==> config.mk <==
export PLATFORM = sky130hd
export DESIGN_NAME = ssc_profile_gen
export DESIGN_NICKNAME = d
export VERILOG_FILES = /design/src/rtl/ssc_pkg.sv /design/src/rtl/ssc_cfg_sync.sv /design/src/rtl/ssc_tri_gen.sv /design/src/rtl/ssc_lock_timer.sv /design/src/rtl/ssc_profile_gen.sv
export SDC_FILE = /design/constraint.sdc
export NUM_CORES = 1
export LEC_CHECK = 0
export BUFFER_PORTS_ARGS = -buffer_cell sky130_fd_sc_hd__buf_2
export CORE_MARGIN = 2
export CORE_UTILIZATION = 25
export CTS_CLUSTER_SIZE = 25
export DETAILED_ROUTE_END_ITERATION = 16
export GPL_TIMING_DRIVEN = 0
export PLACE_DENSITY = 0.37
export SLEW_MARGIN = 5
export SYNTH_ARGS = -nofsm -noshare
export SYNTH_HDL_FRONTEND = slang
export SYNTH_SLANG_ARGS = --single-unit
==> constraint.sdc <==
create_clock -name clk_i -period 3.5 [get_ports clk_i]
set_input_delay 0.175 -clock clk_i [delete_from_list [all_inputs] [get_ports clk_i]]
set_output_delay 0.175 -clock clk_i [all_outputs]
set_load 0.05 [all_outputs]
==> src/rtl/ssc_pkg.sv <==
package ssc_pkg;
  localparam int unsigned OFF_W = 10;
  typedef logic signed [OFF_W-1:0] off_t;

  typedef enum logic [1:0] {
    SEL_C150 = 2'b00,
    SEL_C50  = 2'b01,
    SEL_D100 = 2'b10,
    SEL_D300 = 2'b11
  } rate_sel_e;

  typedef struct packed {
    logic      en;
    rate_sel_e sel;
  } cfg_t;

  function automatic logic is_down(input logic [1:0] s);
    return s[1];
  endfunction

  // peak-to-peak excursion in code units
  function automatic int excursion(input logic [1:0] s);
    case (s)
      2'b00:   return 300;
      2'b01:   return 100;
      2'b10:   return 100;
      default: return 300;
    endcase
  endfunction

  function automatic int steps_per_period(input logic [1:0] s);
    return 2 * excursion(s);
  endfunction

  function automatic off_t hi_code(input logic [1:0] s);
    return is_down(s) ? off_t'(0) : off_t'(excursion(s) / 2);
  endfunction

  function automatic off_t lo_code(input logic [1:0] s);
    return is_down(s) ? off_t'(-excursion(s)) : off_t'(-(excursion(s) / 2));
  endfunction
endpackage

==> src/rtl/ssc_cfg_sync.sv <==
module ssc_cfg_sync
  import ssc_pkg::*;
(
  input  logic       clk_i,
  input  logic       rst_ni,
  input  logic       en_i,
  input  logic [1:0] sel_i,
  output cfg_t       cfg_o,
  output logic       chg_o
);
  cfg_t meta_q, sync_q, prev_q;

  always_ff @(posedge clk_i or negedge rst_ni) begin
    if (!rst_ni) begin
      meta_q <= '0;
      sync_q <= '0;
      prev_q <= '0;
    end else begin
      meta_q <= '{en: en_i, sel: rate_sel_e'(sel_i)};
      sync_q <= meta_q;
      prev_q <= sync_q;
    end
  end

  assign cfg_o = sync_q;
  assign chg_o = (sync_q != prev_q);

  // a change is reported for one cycle only
  p_chg_pulse_r7: assert property (@(posedge clk_i) disable iff (!rst_ni)
    chg_o |=> !chg_o);
endmodule

==> src/rtl/ssc_tri_gen.sv <==
module ssc_tri_gen
  import ssc_pkg::*;
#(
  parameter int unsigned CLK_HZ = 125_000_000,
  parameter int unsigned MOD_HZ = 12_500
) (
  input  logic clk_i,
  input  logic rst_ni,
  input  cfg_t cfg_i,
  input  logic restart_i,
  output off_t off_o
);
  localparam int unsigned PERIOD_CLKS = CLK_HZ / MOD_HZ;
  localparam int unsigned DIV_W       = $clog2(PERIOD_CLKS + 1);

  logic [DIV_W-1:0] term_tbl [4];

  for (genvar g = 0; g < 4; g++) begin : g_term
    localparam int unsigned STEP_DIV = PERIOD_CLKS / steps_per_period(2'(g));
    assign term_tbl[g] = DIV_W'(STEP_DIV - 1);
  end

  off_t             off_q, off_nxt, hi, lo;
  logic             up_q;
  logic [DIV_W-1:0] cnt_q;

  assign hi      = hi_code(cfg_i.sel);
  assign lo      = lo_code(cfg_i.sel);
  assign off_nxt = up_q ? off_q + off_t'(1) : off_q - off_t'(1);

  always_ff @(posedge clk_i or negedge rst_ni) begin
    if (!rst_ni) begin
      off_q <= '0;
      up_q  <= 1'b1;
      cnt_q <= '0;
    end else if (restart_i) begin
      off_q <= '0;
      up_q  <= !is_down(cfg_i.sel);
      cnt_q <= '0;
    end else if (!cfg_i.en) begin
      off_q <= '0;
      cnt_q <= '0;
    end else if (cnt_q == term_tbl[cfg_i.sel]) begin
      cnt_q <= '0;
      off_q <= off_nxt;
      if (up_q && off_nxt == hi)       up_q <= 1'b0;
      else if (!up_q && off_nxt == lo) up_q <= 1'b1;
    end else begin
      cnt_q <= cnt_q + DIV_W'(1);
    end
  end

  assign off_o = off_q;

  p_unit_step_r4: assert property (@(posedge clk_i) disable iff (!rst_ni)
    (!restart_i && cfg_i.en) |=> ((off_q == $past(off_q)) ||
                                  (off_q == $past(off_q) + off_t'(1)) ||
                                  (off_q == $past(off_q) - off_t'(1))));

  p_in_range_r1: assert property (@(posedge clk_i) disable iff (!rst_ni)
    !restart_i |-> (off_q <= hi && off_q >= lo));

  p_down_nonpos_r2: assert property (@(posedge clk_i) disable iff (!rst_ni)
    (!restart_i && is_down(cfg_i.sel)) |-> off_q <= off_t'(0));

  p_dis_zero_r3: assert property (@(posedge clk_i) disable iff (!rst_ni)
    !cfg_i.en |=> off_q == off_t'(0));

  p_restart_zero_r6: assert property (@(posedge clk_i) disable iff (!rst_ni)
    restart_i |=> off_q == off_t'(0));
endmodule

==> src/rtl/ssc_lock_timer.sv <==
module ssc_lock_timer #(
  parameter int unsigned LOCK_CYCLES = 625_000
) (
  input  logic clk_i,
  input  logic rst_ni,
  input  logic restart_i,
  output logic settled_o
);
  localparam int unsigned LK_W = $clog2(LOCK_CYCLES + 1);

  logic [LK_W-1:0] cnt_q;
  logic            settled_q;

  always_ff @(posedge clk_i or negedge rst_ni) begin
    if (!rst_ni) begin
      cnt_q     <= LK_W'(LOCK_CYCLES);
      settled_q <= 1'b0;
    end else if (restart_i) begin
      cnt_q     <= LK_W'(LOCK_CYCLES);
      settled_q <= 1'b0;
    end else if (cnt_q != '0) begin
      cnt_q <= cnt_q - LK_W'(1);
    end else begin
      settled_q <= 1'b1;
    end
  end

  assign settled_o = settled_q;

  p_drop_r8: assert property (@(posedge clk_i) disable iff (!rst_ni)
    restart_i |=> !settled_q);

  p_rise_r8: assert property (@(posedge clk_i) disable iff (!rst_ni)
    (!restart_i && cnt_q == '0) |=> settled_q);

  p_reload_r9: assert property (@(posedge clk_i) disable iff (!rst_ni)
    restart_i |=> cnt_q == LK_W'(LOCK_CYCLES));

  p_hold_r9: assert property (@(posedge clk_i) disable iff (!rst_ni)
    (settled_q && !restart_i) |=> settled_q);
endmodule

==> src/rtl/ssc_profile_gen.sv <==
module ssc_profile_gen
  import ssc_pkg::*;
#(
  parameter int unsigned CLK_HZ      = 125_000_000,
  parameter int unsigned MOD_HZ      = 12_500,
  parameter int unsigned LOCK_CYCLES = 625_000
) (
  input  logic                    clk_i,
  input  logic                    rst_ni,
  input  logic                    mod_en_i,
  input  logic [1:0]              rate_sel_i,
  output logic signed [OFF_W-1:0] offset_o,
  output logic                    settled_o
);
  cfg_t cfg;
  logic chg;
  off_t off;

  ssc_cfg_sync u_sync (
    .clk_i  (clk_i),
    .rst_ni (rst_ni),
    .en_i   (mod_en_i),
    .sel_i  (rate_sel_i),
    .cfg_o  (cfg),
    .chg_o  (chg)
  );

  ssc_tri_gen #(
    .CLK_HZ (CLK_HZ),
    .MOD_HZ (MOD_HZ)
  ) u_tri (
    .clk_i     (clk_i),
    .rst_ni    (rst_ni),
    .cfg_i     (cfg),
    .restart_i (chg),
    .off_o     (off)
  );

  ssc_lock_timer #(
    .LOCK_CYCLES (LOCK_CYCLES)
  ) u_lock (
    .clk_i     (clk_i),
    .rst_ni    (rst_ni),
    .restart_i (chg),
    .settled_o (settled_o)
  );

  assign offset_o = off;
endmodule

==> qor.csv <==
stage;metric;value;unit
floorplanning;core;11910;um2
synthesis;yosys_warnings;0;
power;p_seq_share;50.5;%
critical_path;crit_path_max_incr_delay;590;ps
power;swShare;25.88;%
cells_and_area;multi_input_area;1563;um2
synthesis;yosys_most_used_dff;dfrtp_1;
power;max-vdd-ir-drop;179.8;uV
timing;whs;354.4;ps
route;totalWireLength;6.291;mm
placement;gp_congestion;0.7310;
floorplanning;start_util;25.41;%
synthesis;netlist_area;3027;um2
grt;grt_pass1_wl;11.23;mm
critical_path;worst_path_max_delay_cell;dfstp_2;
critical_path;cp-end-kind;register;
synthesis;synth_edf_count;0;
floorplanning;rows;40;
power;finalPower;0.001308;W
route;vias;2191;
critical_path;startpoint_type;register;
timing;worst_slew_pin_slew;731.9;ps
timing;setup_tns;0;ps
cts;clockBufferDepth;2;
route;drt_iter0_drc;84;
grt;grt_remaining_overflow;0;
route;avgViaCountPerCell;4.555;
synthesis;async_flop_share;100.0;%
power;combPwrFrac;10.4;%
cells_and_area;seq_area;1388;um2
cts;ctsResizeCount;0;
cts;cts.sinks;55;
grt;grt_max_degree;56;
timing;max_freq;323.7;MHz
floorplanning;die_area;13000;um2
cells_and_area;instances_no_fill;481;
route;drtPass1Iterations;4;
synthesis;syn-instance-count;307;
critical_path;critPathMaxFanout;8;
cts;clk_latency;290;ps
power;p_switching;0.0003385;W
cts;cts_buffers;5;
cells_and_area;syn2layout_area_growth;14.88;%
placement;place_inst;469;
synthesis;yosysTopAreaCell;dfrtp_1;
timing;setup_violations;0;
cells_and_area;n_fill_cell;1279;
timing;finClkSkew;4.477;ps
run;drv_cap;0;
cells_and_area;diodes;0;
synthesis;yosysUniqueCellTypes;46;
route;drtAntennaViolNets;0;
floorplanning;ios;16;
synthesis;synth_top_area_share;38.03;%
route;drc_errors;0;
timing;finalHoldViolCount;0;
grt;grt_pass1_vias;2225;
synthesis;synth-seq-area-share;45.85;%
critical_path;cp.arrival;3310;ps
synthesis;synth.avg_cell_area;9.859;um2
grt;antenna_found_initial;0;
timing;slew_headroom;51.21;%
cts;cts_tree;done;
power;power_density;376.2;nW/um2
timing;timing.final.crit_share;88.27;%
cts;htree_levels;2;
synthesis;syn-num-nets;327;
cts;post_cts_buffers;0;
floorplanning;dieWidth;114.0;um
timing;min_period;3090;ps
route;drt-wirelength-per-cell;13.08;um
cts;hold_buffers;4;
placement;io_buffers;15;
cts;clk_pin_slew;70;ps
power;p_leak;1.436;nW
power;p_int;0.0009694;W
power;p_clk_share;39.1;%
synthesis;post-synth-top-count-cell;dfrtp_1;
cells_and_area;layout.nets;353;
synthesis;synth_seq_cells;55;
floorplanning;die_y;114.0;um
timing;rsz0062_at_grt;false;
cells_and_area;drive_gt1_share;12.28;%
critical_path;crit_required;3720;ps
critical_path;cp_cell_sequence;inv_1 > ha_1 > clkbuf_1 > and3_1 > a2111oi_1 > nor2_1 > xnor2_1 > xor2_1 > o41ai_1 > a21oi_1;
synthesis;netlist_top_cells_count;dfrtp_1, nor2_1, xnor2_1;
placement;hpwlAfterDp;4.470;mm
grt;gr-usage-all-layers;10.93;%
synthesis;synthTopCellsByArea;dfrtp_1, dfstp_2, xnor2_1;
run_status;run_status;completed;
cells_and_area;finish.utilization;29.19;%
cts;clock-root-buffer;clkbuf_16;
timing;slew_violations;0;
min_path;hold_class;register to register;
critical_path;crit_type;register to register;
-- power groups by stage --
stage          registers (W)  logic [W]  clock network, W
6_report            0.000661   0.000135          0.000512
5_1_grt             0.000664   0.000157          0.000570
4_1_cts             0.000661   0.000140          0.000545
3_5_place_dp        0.000673   0.000136                 0
3_3_place_gp        0.000673   0.000136                 0
2_1_floorplan       0.000670  0.0000940                 0
-- worst max-delay path, delay by kind of cell, from the launching register on --
| kind | cells | cell delay (ps) |
|---|---|---|
| xor+xnor | 2 | 420 |
| fa+ha+maj | 1 | 310 |
| compound gates | 3 | 990 |
| simple gates | 2 | 350 |
| buf+inv | 2 | 350 |
| flops | 1 | 590 |
-- layout by cell type, fill, tap and decap left out, types with 2 or more instances in the layout --
cell type / n
clkbuf_1: 5
nor2_1: 42
a31oi_1: 2
a211oi_1: 2
nand3_1: 11
xnor2_1: 25
nor3_1: 11
nand2b_1: 2
nor4b_1: 2
clkinvlp_4: 2
nand2_1: 24
dlygate4sd3_1: 4
dfstp_2: 9
xor2_1: 17
o31ai_1: 2
dfrtp_1: 46
inv_1: 13
nor2b_1: 2
a21o_1: 3
clkbuf_16: 5
ha_1: 14
o21ai_0: 5
a21oi_1: 8
or2_2: 4
nand4_1: 5
and2_1: 4
mux2i_1: 11
nor4_1: 7
and3_1: 4
buf_2: 15
o2111ai_1: 2
or3_1: 7
-- layer usage --
metal  GRT usage, %  vias up  wire (um)  share of wire (%)
met5              0        -          0                  0
met4          3.659        0         98                1.6
met3          2.444        7        166                2.6
met2          17.02       26       2702                 43
met1          15.03     1037       3324                 53
li1               -     1121          -                  -
-- cell families after synthesis --
kind of cell | share of synthesized area [%]
buffers and inverters | 2.522
DFF | 45.85
xor gates and xnor gates | 12.15
muxes | 3.638
and+or+nand+nor | 22.53
AOI/OAI and AO/OA | 6.862
adders and majority gates | 6.449
-- stage by stage --
step	instance area, um2	setup WS, ps
floorplan	3027	675.1
global placement	3286	360.8
detailed placement	3288	377.4
CTS	3477	370.3
global route	3477	132.4
finish	3477	410.4
-- final timing paths --
| path | start | to | slack (ps) | cells after the start |
|---|---|---|---|---|
| worst max-delay path | u_tri.up_q | u_tri.up_q | 410 | 10 |
| worst min-delay path | u_sync.meta_q[1] | u_sync.cfg_o[1] | 350 | 0 |
| worst max register to register | u_tri.up_q | u_tri.up_q | 410 | 10 |
| worst min register to register | u_sync.meta_q[1] | u_sync.cfg_o[1] | 350 | 0 |
| max in group asynchronous | rst_ni | u_tri.cnt_q[0] | 2540 | 2 |
| min in group asynchronous | rst_ni | u_lock.cnt_q[17] | 480 | 2 |
-- final cells by class --
class	instances	area share [%]
Clock buffer	5	3.598
Tap cell	147	5.290
Sequential cell	55	39.91
Inverter	13	1.403
Buffer	7	0.7917
Timing Repair Buffer	19	3.383
Multi-Input combinational cell	232	44.94
Clock inverter	3	0.6837
-- sequential cells by signal, indices dropped and copies added, names as in the netlist --
register and count:
u_tri.cnt_q 14, u_lock.cnt_q 20, u_tri.up_q 1, u_sync.meta_q 3, u_sync.cfg_o 3, u_tri.off_o 10, u_lock.settled_o 1, u_sync.prev_q 3
Note: power is estimated with default switching activity, not from simulation.
